[config.mk]
export PLATFORM = sky130hd
export DESIGN_NAME = oc_pin_action
export DESIGN_NICKNAME = d
export VERILOG_FILES = /design/src/rtl/oc_pkg.sv /design/src/rtl/oc_code_regs.sv /design/src/rtl/oc_chan.sv /design/src/rtl/oc_pin_action.sv
export SDC_FILE = /design/constraint.sdc
export NUM_CORES = 1
export LEC_CHECK = 0
export ABC_CLOCK_PERIOD_IN_PS = 1700
export BUFFER_PORTS_ARGS = -buffer_cell sky130_fd_sc_hd__buf_2
export CORE_AREA = 4 4 62 64
export DETAILED_ROUTE_END_ITERATION = 8
export DIE_AREA = 0 0 66 68
export GPL_TIMING_DRIVEN = 0
export PLACE_DENSITY = 0.77
export SYNTH_ARGS = -nofsm -noshare
export SYNTH_HDL_FRONTEND = slang
export SYNTH_SLANG_ARGS = --single-unit
[constraint.sdc]
create_clock -name clk -period 1.7 [get_ports clk]
set_input_delay 0.085 -clock clk [delete_from_list [all_inputs] [get_ports clk]]
set_output_delay 0.085 -clock clk [all_outputs]
set_load 0.02 [all_outputs]
[src/rtl/oc_pkg.sv]
package oc_pkg;
  typedef enum logic [1:0] {
    ACT_NONE   = 2'b00,
    ACT_TOGGLE = 2'b01,
    ACT_CLEAR  = 2'b10,
    ACT_SET    = 2'b11
  } oc_act_e;
endpackage

[src/rtl/oc_code_regs.sv]
module oc_code_regs #(
  parameter int NCH  = 8,
  parameter int DW   = 8,
  parameter int AW   = 4,
  parameter int BASE = 8
) (
  input  logic            clk,
  input  logic            rst,
  input  logic [AW-1:0]   addr,
  input  logic            wr,
  input  logic [DW-1:0]   wdata,
  output logic [DW-1:0]   rdata,
  output logic [2*NCH-1:0] codes
);
  localparam int NREG = (2 * NCH) / DW;

  logic [DW-1:0]   regs  [NREG];
  logic [NREG-1:0] sel;
  logic            addr_ok;
  logic [DW-1:0]   rd_mux;

  for (genvar k = 0; k < NREG; k++) begin : g_reg
    assign sel[k] = (addr == AW'(BASE + k));

    always_ff @(posedge clk) begin
      if (rst) regs[k] <= '0;
      else if (wr && sel[k]) regs[k] <= wdata;
    end

    // highest channels live in the lowest offset
    assign codes[2*NCH-1-DW*k -: DW] = regs[k];

    assert_wr_lands_R1: assert property (@(posedge clk) disable iff (rst)
      (wr && sel[k]) |=> (regs[k] == $past(wdata)));
  end

  assign addr_ok = |sel;

  always_comb begin
    rd_mux = '0;
    for (int k = 0; k < NREG; k++)
      if (sel[k]) rd_mux = regs[k];
  end

  always_ff @(posedge clk) begin
    if (rst) rdata <= '0;
    else     rdata <= rd_mux;
  end

  assert_unused_wr_R11: assert property (@(posedge clk) disable iff (rst)
    (wr && !addr_ok) |=> $stable(codes));
  assert_unused_rd_R11: assert property (@(posedge clk) disable iff (rst)
    !addr_ok |=> (rdata == '0));
  assert_reset_clear_R8: assert property (@(posedge clk)
    rst |=> (codes == '0 && rdata == '0));
endmodule

[src/rtl/oc_chan.sv]
module oc_chan
  import oc_pkg::*;
(
  input  logic    clk,
  input  logic    rst,
  input  oc_act_e code,
  input  logic    hit,
  input  logic    mask,
  input  logic    disc,
  output logic    val,
  output logic    oe
);
  logic nxt;

  always_comb begin
    nxt = val;
    if (hit && !mask) begin
      unique case (code)
        ACT_TOGGLE: nxt = ~val;
        ACT_CLEAR:  nxt = 1'b0;
        ACT_SET:    nxt = 1'b1;
        default:    nxt = val;
      endcase
    end
  end

  always_ff @(posedge clk) begin
    if (rst) val <= 1'b0;
    else     val <= nxt;
  end

  assign oe = (code != ACT_NONE) && !mask && !disc;

  assert_none_holds_R2: assert property (@(posedge clk) disable iff (rst)
    (hit && code == ACT_NONE) |=> $stable(val));
  assert_toggle_R3: assert property (@(posedge clk) disable iff (rst)
    (hit && !mask && code == ACT_TOGGLE) |=> (val != $past(val)));
  assert_clear_R4: assert property (@(posedge clk) disable iff (rst)
    (hit && !mask && code == ACT_CLEAR) |=> !val);
  assert_set_R4: assert property (@(posedge clk) disable iff (rst)
    (hit && !mask && code == ACT_SET) |=> val);
  assert_mask_holds_R6: assert property (@(posedge clk) disable iff (rst)
    mask |=> $stable(val));
  assert_idle_holds_R12: assert property (@(posedge clk) disable iff (rst)
    !hit |=> $stable(val));
  assert_reset_low_R8: assert property (@(posedge clk)
    rst |=> !val);
endmodule

[src/rtl/oc_pin_action.sv]
module oc_pin_action
  import oc_pkg::*;
#(
  parameter int NCH  = 8,
  parameter int DW   = 8,
  parameter int AW   = 4,
  parameter int BASE = 8
) (
  input  logic           clk,
  input  logic           rst,
  input  logic [AW-1:0]  bus_addr,
  input  logic           bus_wr,
  input  logic [DW-1:0]  bus_wdata,
  output logic [DW-1:0]  bus_rdata,
  input  logic [NCH-1:0] cmp_hit,
  input  logic [NCH-1:0] ovr_mask,
  input  logic [NCH-1:0] pin_disc,
  output logic [NCH-1:0] pin_val,
  output logic [NCH-1:0] pin_oe
);
  logic [2*NCH-1:0] codes;

  oc_code_regs #(.NCH(NCH), .DW(DW), .AW(AW), .BASE(BASE)) u_regs (
    .clk   (clk),
    .rst   (rst),
    .addr  (bus_addr),
    .wr    (bus_wr),
    .wdata (bus_wdata),
    .rdata (bus_rdata),
    .codes (codes)
  );

  for (genvar c = 0; c < NCH; c++) begin : g_ch
    oc_chan u_ch (
      .clk  (clk),
      .rst  (rst),
      .code (oc_act_e'(codes[2*c+1 -: 2])),
      .hit  (cmp_hit[c]),
      .mask (ovr_mask[c]),
      .disc (pin_disc[c]),
      .val  (pin_val[c]),
      .oe   (pin_oe[c])
    );
  end

  assert_oe_needs_connect_R7: assert property (@(posedge clk) disable iff (rst)
    (pin_oe & (pin_disc | ovr_mask)) == '0);
endmodule

---- Word level (Yosys, flattened, before mapping) ----
Memory sizes are Yosys's and may differ from the RTL's.
Index checks and enable logic that the tools add are counted.
storage, ports and cells
  bits in read-only memories .............. 0
  word-level logic and storage cells ...... 132
  input bits .............................. 39
  register bits ........................... 16
  memories kept ........................... 1
  bits in writable memories ............... 16
  bits in latches ......................... 0
operators by class
  muxes and demuxes ....................... 20
  $add $sub $neg .......................... 0
  eq/ne operators ......................... 26
  divide/modulo/power cells ............... 0
  bitwise gates (word level) .............. 10
  multipliers ............................. 0
  magnitude comparators ................... 0
  reduce and logical (&&, ||, !) cells .... 66
  shift-type cells ........................ 0
memories
  memory       depth  width  read ports  clocked after memory_dff  wr ports  line                source
  u_regs.regs  2      8      2           0                         2         oc_code_regs.sv:17  logic [DW-1:0] regs [NREG];
operator list
  operator              count
  $eq A2 B2 Y1 const B  16
  $mux W8               4
  $logic_and A1 B1 Y1   26
  $pmux W1 S3           8
  $reduce_bool A3 Y1    8
  $eq A2 B1 Y1 const B  8
  $logic_not A1 Y1      16
  $reduce_and A2 Y1     8
  $reduce_bool A2 Y1    8
  $eq A4 B4 Y1 const B  2
  $mux W1               8
  $not A1 Y1            8
  $or A1 B1 Y1          2

---- Depth between registers and ports, before layout ----
  depth after elaboration ................. 6
  gate-level depth with buffers ........... 3
  mapped depth without buffers ............ 3

---- Cells and area by module ----
Synthesis repeated with hierarchy kept, for this count alone.
second synthesis, totals
  cells, all modules ...................... 139
  area, all modules ....................... 1480.2 um^2
by module, submodules not included
  module        cells each  area each (um^2)  instances
  oc_code_regs  75          959.7             1
  oc_chan       8           65.1              8

---- Worst setup path before layout ----
Ideal clock, no wire load.
  kind .................................... input port to flip-flop
  start ................................... input bus_addr[2]
  end ..................................... memory u_regs.regs[0][0] (enable)
  stages .................................. 2
  setup slack ............................. 290 ps
  arrival time ............................ 1024 ps
  data required time ...................... 1313 ps
  library setup time ...................... 387 ps
  buffers on the path ..................... 0
  path through ............................ nand3b_1 > o31ai_1
RTL lines
  item             line                 source
  start, declared  oc_pin_action.sv:11  input logic [AW-1:0] bus_addr,
  end, declared    oc_code_regs.sv:17

==> results.json <==
{
  "status": "finished clean",
  "synth.net_count": 178,
  "reg2regPathDepth": 3,
  "fin_crit_ns": 1.52,
  "cts_setup_buffers": 0,
  "cp-end-kind": "flop",
  "dieArea_sq_um": 4490,
  "skew_ns": 0.00632,
  "grt_first_pass_wirelength_microns": 4460,
  "min_path_cells": 2,
  "track_usage": 0.135,
  "htreeDepth": 2,
  "yosysUniqueCellTypes": 21,
  "routed_wl_microns": 3060,
  "use_met1": 0.152,
  "cts_sinks": 32,
  "reg2reg_setup_slack_ns": 0.76,
  "fp.dieW_microns": 66,
  "final_antenna_net_count": 0,
  "synth_top_area_frac": 0.318,
  "syn-cell-area_sq_um": 1510,
  "first_pass_iters": 4,
  "cts_tree": "built",
  "grt_overflow_total": 0,
  "clock_latency_ns": 0.32,
  "ir_drop_mv": 0.573,
  "cts_hold_buf": 0,
  "gp_congestion": 0.741,
  "drv_slew": 0,
  "synth_area_leaders": "edfxtp_1 (32%), dfxtp_1 (21%), buf_4 (7.9%)",
  "cts_resized": 0,
  "hold_path_class": "input port to flop",
  "io_pins": 63,
  "antenna_found_initial": 0,
  "vias": 1217,
  "core_area_sq_um": 3280,
  "cp-start-kind": "input port",
  "met2_usage": 0.239,
  "avgSynthCellArea_sq_um": 10.9,
  "synthToLayoutAreaGrowth_pct": 28.6,
  "setup_viol": 0,
  "maxSlewHeadroom": 0.141,
  "synthesis.instances": 139,
  "wl_per_cell_microns": 12.1,
  "worstMarginPinSlew_ns": 1.27,
  "min_from": "bus_wdata[7]",
  "cts_made_buffers": 5,
  "fin_cells": 254,
  "hpwl_microns": 2370,
  "cts_root_buffer": "clkbuf_4",
  "drv_cap": 0,
  "ys.flop_type": "edfxtp_1",
  "timing.rr.start": "u_regs.regs[1][2]",
  "cp.required_ns": 1.63,
  "ys_async_sr_fraction": 0,
  "fin_crit_sh": 0.891,
  "nets": 247,
  "min_to": "u_regs.regs[1][7]",
  "ys_warn_count": 0,
  "die_height_microns": 68,
  "synth-seq-cells": 32,
  "drive_above_1_share": 0.433,
  "worstPathMaxFanout": 8,
  "fmax_mhz": 660,
  "hold_viol_final": 0,
  "p_total_mw": 1.57,
  "clock_path_buffers": 2,
  "grt_max_degree": 11,
  "initial_utilization": 0.460,
  "drt-initial-drc-count": 60,
  "powerDensity_nw_per_um2": 808,
  "ys_seq_area_frac": 0.530,
  "drc": 0,
  "critical_path_arrival_ns": 1.45,
  "core.rowCount": 21,
  "clkTransAtPathRegs_ns": 0.09,
  "synth_edf_count": 16,
  "io_buffers": 62,
  "n_antenna_cell": 0,
  "yosys.area.top_type": "edfxtp_1",
  "vias_per_cell": 4.79,
  "r2r_end": "g_ch[1].u_ch.val",
  "met3_usage": 0.0328,
  "grt_pass1_vias": 1039,
  "p_leak_nw": 0.869,
  "dpl.cell_count": 247,
  "crit_type": "input port to flop",
  "n_fill_cell": 294,
  "rsz0062_at_grt": "no",
  "synth_common_cells": "and2_1 (16), buf_4 (16), dfxtp_1 (16), edfxtp_1 (16)",
  "grt-busiest-layer": "met2"
}
-- sequential cells by signal, indices dropped and copies added, names as in the netlist --
| signal | count |
|---|---|
| u_regs.regs | 16 |
| g_ch.u_ch.val | 8 |
| u_regs.rdata | 8 |
-- placed cells by master (no fill, tap or decap), drive strengths merged, types with 7 or more instances in the layout --
cell type  synthesis  routed
buf               17      79
and2              16      16
dfxtp             16      16
edfxtp            16      16
nor3              10      10
nand2b             9       9
o21ai              9       9
nor2               9       9
nor4bb             8       8
a31oi              8       8
a21oi              8       8
a22o               8       8
clkbuf             0       7
-- power by group --
| part | leakage, nW | switching [mW] | total, mW | internal, mW |
|---|---|---|---|---|
| logic | 0.548 | 0.112 | 0.223 | 0.111 |
| registers | 0.283 | 0.0311 | 0.880 | 0.849 |
| clock network | 0.0374 | 0.234 | 0.468 | 0.234 |
| total | 0.869 | 0.377 | 1.57 | 1.19 |
-- how the worst max path moves through the flow --
| stage | from | to | cells past startpoint |
|---|---|---|---|
| finish | bus_addr[2] | u_regs.regs[1][7] | 3 |
| global route | bus_addr[2] | u_regs.regs[1][6] | 3 |
| CTS | bus_addr[2] | u_regs.regs[1][6] | 3 |
| detailed placement | bus_addr[2] | u_regs.regs[1][1] | 3 |
| global placement | bus_addr[2] | u_regs.regs[1][0] | 3 |
| floorplan | bus_addr[2] | u_regs.regs[0][0] | 2 |
-- routing by layer --
layer | vias up | routed length, microns
met5 | - | 0
met3 | 5 | 202
met1 | 537 | 1240
met4 | 0 | 46
met2 | 35 | 1580
li1 | 640 | -
-- area by class of cell --
type	instances	area [sq um]	area share
well taps	46	57.6	0.0296
inverters	1	3.75	0.00193
multi-input cells	89	583	0.300
plain buffers	17	124	0.0637
flip-flops and latches	32	801	0.412
clock buffers	7	65.1	0.0335
repair buffers	62	310	0.160
-- cells by family (layout without fill, tap and decap cells) --
| kind of cell | count (synthesis) | in the layout | synth area share |
|---|---|---|---|
| compound gates | 34 | 34 | 0.141 |
| buf+inv | 18 | 87 | 0.0844 |
| flops | 32 | 32 | 0.530 |
| simple gates | 55 | 55 | 0.245 |
-- worst max-delay path: stages --
cell	delay, ns
buf_2	0.10
nand3b_1	0.23
o21ai_0	1.03
-- metrics by stage --
step / util / setup slack, ns / instance area (sq um) / hold slack [ns] / setup TNS (ns)
6_report: 0.592 / 0.185 / 1940 / 0.0555 / 0
5_1_grt: 0.592 / 0.0971 / 1940 / 0.0464 / 0
4_1_cts: 0.592 / 0.165 / 1940 / 0.0358 / 0
3_5_place_dp: 0.572 / -0.185 / 1880 / 0.379 / -2.15
3_3_place_gp: 0.572 / -0.106 / 1880 / 0.375 / -1.27
2_1_floorplan: - / 0.290 / 1510 / 0.283 / 0
(Power assumes the default switching activity.)
